[src/rtl/periodic_alarm_pkg.sv]
package periodic_alarm_pkg;

  localparam int NFIELD   = 4;
  localparam int FLD_SEC  = 0;
  localparam int FLD_MIN  = 1;
  localparam int FLD_HOUR = 2;
  localparam int FLD_DATE = 3;
  localparam int MASK_BIT = 7;

  typedef enum logic [2:0] {
    RPT_MONTH,
    RPT_DAY,
    RPT_HOUR,
    RPT_MIN,
    RPT_SEC
  } repeat_e;

  // Bits of each field that carry the BCD value.
  function automatic logic [7:0] field_bits(input int idx);
    case (idx)
      FLD_SEC, FLD_MIN: return 8'h7F;
      default:          return 8'h3F;
    endcase
  endfunction

  function automatic int field_lo(input int idx);
    return (idx == FLD_DATE) ? 1 : 0;
  endfunction

  function automatic int field_hi(input int idx);
    case (idx)
      FLD_SEC, FLD_MIN: return 59;
      FLD_HOUR:         return 23;
      default:          return 31;
    endcase
  endfunction

  // Checks digit validity and the numeric range of one field.
  function automatic logic field_ok(input int idx, input logic [7:0] raw);
    logic [7:0] f;
    int         val;
    f   = raw & field_bits(idx);
    val = int'(f[7:4]) * 10 + int'(f[3:0]);
    return (f[3:0] <= 4'd9) && (val >= field_lo(idx)) && (val <= field_hi(idx));
  endfunction

endpackage

[src/rtl/alarm_regs.sv]
module alarm_regs
  import periodic_alarm_pkg::*;
#(
  parameter int DATA_W    = 8,
  parameter int ADDR_W    = 3,
  parameter int CTRL_ADDR = 4
) (
  input  logic                           clk,
  input  logic                           rst_n,
  input  logic                           wr_en,
  input  logic [ADDR_W-1:0]              addr,
  input  logic [DATA_W-1:0]              wdata,
  output logic [DATA_W-1:0]              rdata,
  output logic [NFIELD-1:0][DATA_W-1:0]  alarm_q,
  output logic [DATA_W-1:0]              ctrl_q
);

  localparam int NADDR = 1 << ADDR_W;

  for (genvar g = 0; g < NFIELD; g++) begin : g_field
    logic accept;
    assign accept = wr_en && (addr == ADDR_W'(g)) && field_ok(g, 8'(wdata));
    always_ff @(posedge clk) begin
      if (!rst_n)      alarm_q[g] <= '0;
      else if (accept) alarm_q[g] <= wdata;
    end
  end

  always_ff @(posedge clk) begin
    if (!rst_n)                                     ctrl_q <= '0;
    else if (wr_en && addr == ADDR_W'(CTRL_ADDR))   ctrl_q <= wdata;
  end

  always_comb begin
    rdata = '0;
    for (int i = 0; i < NADDR; i++) begin
      if (addr == ADDR_W'(i)) begin
        if (i < NFIELD)          rdata = alarm_q[i];
        else if (i == CTRL_ADDR) rdata = ctrl_q;
      end
    end
  end

endmodule

[src/rtl/alarm_mask_decode.sv]
module alarm_mask_decode
  import periodic_alarm_pkg::*;
(
  input  logic [NFIELD-1:0] mask_bits,
  output logic [NFIELD-1:0] cmp_en
);

  repeat_e rate;

  always_comb begin
    case (mask_bits)
      4'b0000: rate = RPT_MONTH;
      4'b1000: rate = RPT_DAY;
      4'b1100: rate = RPT_HOUR;
      4'b1110: rate = RPT_MIN;
      default: rate = RPT_SEC;
    endcase
  end

  always_comb begin
    case (rate)
      RPT_MONTH: cmp_en = 4'b1111;
      RPT_DAY:   cmp_en = 4'b0111;
      RPT_HOUR:  cmp_en = 4'b0011;
      RPT_MIN:   cmp_en = 4'b0001;
      default:   cmp_en = 4'b0000;
    endcase
  end

endmodule

[src/rtl/alarm_match.sv]
module alarm_match
  import periodic_alarm_pkg::*;
#(
  parameter int DATA_W = 8
) (
  input  logic                          clk,
  input  logic                          rst_n,
  input  logic                          tick,
  input  logic                          enable,
  input  logic [NFIELD-1:0][DATA_W-1:0] alarm_q,
  input  logic [NFIELD-1:0][DATA_W-1:0] now,
  input  logic [NFIELD-1:0]             cmp_en,
  output logic                          irq
);

  logic [NFIELD-1:0] fld_hit;

  for (genvar g = 0; g < NFIELD; g++) begin : g_cmp
    logic [DATA_W-1:0] sel;
    assign sel        = DATA_W'(field_bits(g));
    assign fld_hit[g] = !cmp_en[g] || (((alarm_q[g] ^ now[g]) & sel) == '0);
  end

  always_ff @(posedge clk) begin
    if (!rst_n) irq <= 1'b0;
    else        irq <= tick && enable && (&fld_hit);
  end

endmodule

[src/rtl/periodic_alarm.sv]
module periodic_alarm
  import periodic_alarm_pkg::*;
#(
  parameter int DATA_W    = 8,
  parameter int ADDR_W    = 3,
  parameter int CTRL_ADDR = 4,
  parameter int EN_BIT    = 0
) (
  input  logic              clk,
  input  logic              rst_n,
  input  logic              reg_wr,
  input  logic [ADDR_W-1:0] reg_addr,
  input  logic [DATA_W-1:0] reg_wdata,
  output logic [DATA_W-1:0] reg_rdata,
  input  logic              tick_1s,
  input  logic [DATA_W-1:0] now_sec,
  input  logic [DATA_W-1:0] now_min,
  input  logic [DATA_W-1:0] now_hour,
  input  logic [DATA_W-1:0] now_date,
  output logic              irq_pulse
);

  logic [NFIELD-1:0][DATA_W-1:0] alarm_q;
  logic [NFIELD-1:0][DATA_W-1:0] now_bus;
  logic [DATA_W-1:0]             ctrl_q;
  logic [NFIELD-1:0]             mask_bits;
  logic [NFIELD-1:0]             cmp_en;

  assign now_bus[FLD_SEC]  = now_sec;
  assign now_bus[FLD_MIN]  = now_min;
  assign now_bus[FLD_HOUR] = now_hour;
  assign now_bus[FLD_DATE] = now_date;

  for (genvar g = 0; g < NFIELD; g++) begin : g_mask
    assign mask_bits[g] = alarm_q[g][MASK_BIT];
  end

  alarm_regs #(
    .DATA_W(DATA_W), .ADDR_W(ADDR_W), .CTRL_ADDR(CTRL_ADDR)
  ) u_regs (
    .clk(clk), .rst_n(rst_n), .wr_en(reg_wr), .addr(reg_addr),
    .wdata(reg_wdata), .rdata(reg_rdata), .alarm_q(alarm_q), .ctrl_q(ctrl_q)
  );

  alarm_mask_decode u_dec (
    .mask_bits(mask_bits), .cmp_en(cmp_en)
  );

  alarm_match #(.DATA_W(DATA_W)) u_match (
    .clk(clk), .rst_n(rst_n), .tick(tick_1s), .enable(ctrl_q[EN_BIT]),
    .alarm_q(alarm_q), .now(now_bus), .cmp_en(cmp_en), .irq(irq_pulse)
  );

endmodule

[config.mk]
export PLATFORM = sky130hd
export DESIGN_NAME = periodic_alarm
export DESIGN_NICKNAME = d
export VERILOG_FILES = /design/src/rtl/periodic_alarm_pkg.sv /design/src/rtl/alarm_regs.sv /design/src/rtl/alarm_mask_decode.sv /design/src/rtl/alarm_match.sv /design/src/rtl/periodic_alarm.sv
export SDC_FILE = /design/constraint.sdc
export NUM_CORES = 1
export LEC_CHECK = 0
export BUFFER_PORTS_ARGS = -buffer_cell sky130_fd_sc_hd__buf_2
export CORE_ASPECT_RATIO = 1.2
export CORE_MARGIN = 10
export CORE_UTILIZATION = 44
export DETAILED_ROUTE_END_ITERATION = 6
export PLACE_DENSITY = 0.67
export SETUP_SLACK_MARGIN = 0.2
export SKIP_LAST_GASP = 1
export SLEW_MARGIN = 20
export SYNTH_ARGS = -nofsm -noshare
export SYNTH_HDL_FRONTEND = slang
export SYNTH_SLANG_ARGS = --single-unit
[constraint.sdc]
create_clock -name clk -period 3.53 [get_ports clk]
set_input_delay 1.059 -clock clk [delete_from_list [all_inputs] [get_ports clk]]
set_output_delay 1.059 -clock clk [all_outputs]
set_load 0.1 [all_outputs]
* Yosys cells after proc, flatten, opt, wreduce, memory -nomap -nowiden *
Cells that the tools add are included.

cells by class
  eq/ne operators = 10
  bitwise logic cells = 4
  add/sub/neg operators = 2
  reduce and logical (&&, ||, !) cells = 33
  $mul = 2
  multiplexer cells = 7
  $lt $le $gt $ge = 7

operators with widths
  kind                                                                                   count
  32-bit by 5-bit adder with 32-bit output                                               2
  32-bit by 1-bit greater-or-equal comparator with 1-bit output (second input constant)  2
  32-bit by 6-bit less-or-equal comparator with 1-bit output (second input constant)     2
  8-bit two-way mux                                                                      5
  32-bit by 2-bit greater-or-equal comparator with 1-bit output (second input constant)  1
  32-bit by 7-bit less-or-equal comparator with 1-bit output (second input constant)     1
  8-bit zero test                                                                        4
  1-bit logical AND                                                                      17
  4-bit one-hot mux with 4 select lines                                                  1
  7-bit XOR                                                                              2
  3-bit by 2-bit equality test with 1-bit output (second input constant)                 4
  4-bit equality test (second input constant)                                            3
  3-bit one-hot mux with 4 select lines                                                  1
  6-bit XOR                                                                              2
  3-bit by 1-bit equality test with 1-bit output (second input constant)                 2
  3-bit zero test                                                                        2
  3-bit by 3-bit multiplier with 6-bit output (second input constant)                    1
  2-bit by 3-bit multiplier with 5-bit output (second input constant)                    1
  4-bit less-or-equal comparator (second input constant)                                 1
  1-bit zero test                                                                        4
  4-bit zero test                                                                        1
  1-bit logical OR                                                                       4
  4-bit AND reduction                                                                    1
  3-bit equality test (second input constant)                                            1

word-level totals
  output and inout port bits = 9
  logic and storage cells = 71
  register bits = 41

* Longest topological paths before layout *
  depth after elaboration = 8
  mapped depth = 9
  mapped depth without buffers = 8

* Modules after synthesis *
A second synthesis with hierarchy kept.

unflattened totals
  cells, all modules = 283
  area, all modules = 2509.9 um^2

modules (own cells, without submodules)
  module             area each (um^2)  seq. area each (um^2)  instances  cells an instance
  alarm_regs         2124.5            800.8                  1          239
  alarm_match        327.8             20.0                   1          38
  alarm_mask_decode  57.6              0.0                    1          6

* Worst setup path before layout *
OpenSTA, ideal clock, no wires.

  kind = in2out
  start point = input port reg_addr[1]
  end point = output port reg_rdata[0]
  setup slack = -1289 ps
  stages = 4
  data required time = 2471 ps
  data arrival time = 3760 ps
  path through = buf_1 mux4_2 inv_1 o21ai_0

between the ends
  word-level cells in the longest chain between the ends = 6

RTL lines
  item                             RTL line              source
  start, declared                  periodic_alarm.sv:12  input logic [ADDR_W-1:0] reg_addr,
  3-bit zero test                  alarm_regs.sv:37      if (addr == ADDR_W'(i)) begin
  8-bit two-way mux (4 in series)  alarm_regs.sv:37
  8-bit two-way mux *              alarm_regs.sv:37
  end, declared                    periodic_alarm.sv:14  output logic [DATA_W-1:0] reg_rdata,

Mark *: on every way between the ends. The rest lies on a longest branch, timed or not.

* Final worst setup path *
  start point = input port reg_addr[0]
  end point = output port reg_rdata[2]

Same word-level chain as after synthesis.

==> impl_results.md <==
- Peak Freq: ~0.31 GHz
- Worst Path Required: 2470 ps
- Row count: 29
- FF/Latch Area: 821 sq um
- Detailed Routing Iterations Pass 1: 4
- Initial antenna violation count: 0
- Postcts setup bufs: 0
- Largest family of logic cells by synthesized area: multiplexers
- Final setup viols: 0
- First-pass GRT wire length: roughly 10 mm
- Diode count: 0
- Most common library cells after synthesis: nand2_1 (67), dfxtp_1 (41), mux2i_1 (32), xor2_1 (19), xnor2_1 (10)
- Post-synthesis adder-cell area fraction: 0.0493
- Clk sinks: 41
- Total CTS buffers: 5
- Post-synthesis simple-gate area fraction: 0.168
- Clock tree buffer depth: 2
- GPL Wtd Cong: between 0.8 and 0.9
- Worst-path fanout max: 13
- Residual DRC: 0
- Vias per cell: 5.51
- Via count: between 2000 and 2500
- CTS tree: done
- Detailed Route WL: 6.27 mm
- Warning count from the yosys run: 0
- Worst Hold Class: flip-flop to flip-flop
- Post-route ant nets: 0
- Worst Path Arrival: between 2000 and 2500 ps
- Max-Cap Viols: 0
- Starting Density: 0.457
- Final net count: 370
- Multi-input logic area: 1630 sq um
- Worst-path clk slew: ~70 ps
- # fillers: just under 500
- Period utilization: 0.903
- CTS root buf: clkbuf_8
- Proportion of synthesized area in mux cells: 0.205
- Die Y: ~100 microns
- Vias in the first global route: between 2000 and 2500
- Share of cells above drive strength 1: 0.261
- Largest cells by area after synthesis: dfxtp_1 (34%), mux2i_1 (13%), nand2_1 (10%)
- All-Layer GR Usage: 0.143
- Async SR Flop Fraction: 0
- Top cell type's share of synthesized area: 0.337
- Static Leak: approximately 0.0013 uW
- Buffers on Ports: 49
- Post-Route Setup TNS: 0 ps
- I/O pin total: 56
- DR WL/cell: approximately 17 microns
- Avg Inst Size Synth: ~9.3 sq um
- Post-DP HPWL: a little under 5 mm
- Syn Inst Count: about 260
- Synthesis-to-layout area growth: 25.8%
- Final Hold Fails: 0
- Worst slew pin tran: 840 ps
- Status: finished clean
- Hold Slack: 466 ps
- CP Cell Sequence: buf_6, mux4_2, inv_1, o21ai_4, buf_12
- Critical path type: input pin to output pin
- Biggest cell delay along the critical path: 510 ps
- Leading area contributor after synthesis: dfxtp_1
- DR iter-0 viols: 152
- Compound-Gate Fraction of Synth Area: 0.103
- XOR/XNOR Fraction of Synth Area: 0.104
- Setup slack, reg-to-reg: approximately 2000 ps
- Power per cell area: between 300 and 400 nW/um^2
- Share of the yosys chip area belonging to registers: 0.337
- Worst skew pair latency: slightly below 300 ps
- Slowest cell on crit path: mux4_2
- Congestion Overflow GR: 0
- Top FF cell, synth: dfxtp_1
- Critical Path Sink Type: output pin
- Core area: between 5000 and 6000 sq um
- Final Max Slew Viols: 0
- DIE WIDTH: about 88 microns
- H-tree depth: 2
- Largest net degree at the start of global routing: 50
- Unique masters post-synth: 42
- Max-slew headroom: 0.440
- Setup Skew: approximately 4.1 ps
- Synth Cell Area: between 2000 and 2500 sq um
- Register bit total from synthesis: between 40 and 50
- EDFF count, synth: 0
- Syn nets: between 300 and 400
- Critical Path Source Type: input pin
- Final min period: 3190 ps
- RSZ-0062 raised after global routing: false
- Most frequent cell after synthesis: nand2_1
- Die footprint: 8930 sq um
- Maximum vdd drop: approximately 0.23 mV
worst max-delay path: cells and delay by family:
| family | cells | cell delay, ps |
|---|---|---|
| AO/OA/AOI/OAI | 1 | 70 |
| multiplexers | 1 | 510 |
| buffers and inverters | 3 | 480 |
repair_timing:
| action | 4_1_cts | 5_1_grt |
|---|---|---|
| endpoints found under the setup margin | 8 | 1 |
| hold buffers | 0 | 0 |
| resized for setup | 1 | 1 |
report_power, final:
part	switching (uW)	internal, uW
Sequential	6.21	470
Combinational	100	74.8
Clock	157	155
logic make-up after synthesis:
| group | count (synthesis) |
|---|---|
| compound gates | 36 |
| simple gates | 89 |
| fa+ha+maj | 9 |
| mux | 40 |
| xor+xnor | 29 |
| buf+inv | 19 |
| flops | 41 |
cell type report:
| type | count | share of cell area |
|---|---|---|
| Clock buffer | 6 | 0.0269 |
| Clock inverter | 1 | 0.00245 |
| Inverter | 8 | 0.00979 |
| Multi-Input combinational cell | 203 | 0.532 |
| Sequential cell | 41 | 0.268 |
| Tap cell | 62 | 0.0253 |
| Timing Repair Buffer | 55 | 0.136 |
layout by cell type (no fill, tap or decap), drive strengths merged, types with 2 or more instances in the layout:
master	instances
nor3	3
xnor2	10
nand3	3
and2	2
a21boi	9
a21oi	3
xor2	19
clkbuf	6
a32oi	2
a21o	3
o21ai	10
mux4	8
nand2	67
and3b	2
ha	8
buf	55
inv	8
dfxtp	41
mux2i	32
nor4	3
registers in the layout (all words and copies together) (netlist names):
register / count
u_match.irq: 1
u_regs.alarm_q: 32
u_regs.ctrl_q: 8
worst paths after layout:
kind | start | end | cells past startpoint
setup reg to reg | u_regs.alarm_q[12] | u_match.irq | 5
setup / recovery | reg_addr[0] | reg_rdata[2] | 5
hold reg to reg | u_regs.ctrl_q[3] | u_regs.ctrl_q[3] | 2
hold / removal | u_regs.ctrl_q[3] | u_regs.ctrl_q[3] | 2
stage by stage:
step | total power [uW] | area, sq um | setup WS, ps | util | cells
final | 962 | 3070 | 341 | 0.575 | 376
after global routing | 1000 | 3070 | 268 | 0.575 | 376
after CTS | 970 | 3060 | 261 | 0.574 | 376
after detailed placement | 661 | 2970 | 125 | 0.557 | 369
after global placement | 657 | 2970 | 117 | 0.557 | 369
after floorplan | 592 | 2530 | 252 | - | 263
per-layer routing:
layer,part of all wire,track usage,routed length [microns]
met1,0.43,0.167,2670
met2,0.51,0.247,3190
met3,0.050,0.0402,316
met4,0.014,0.0381,87
met5,0,0,0
No activity file was read; power rests on OpenSTA's default activity.
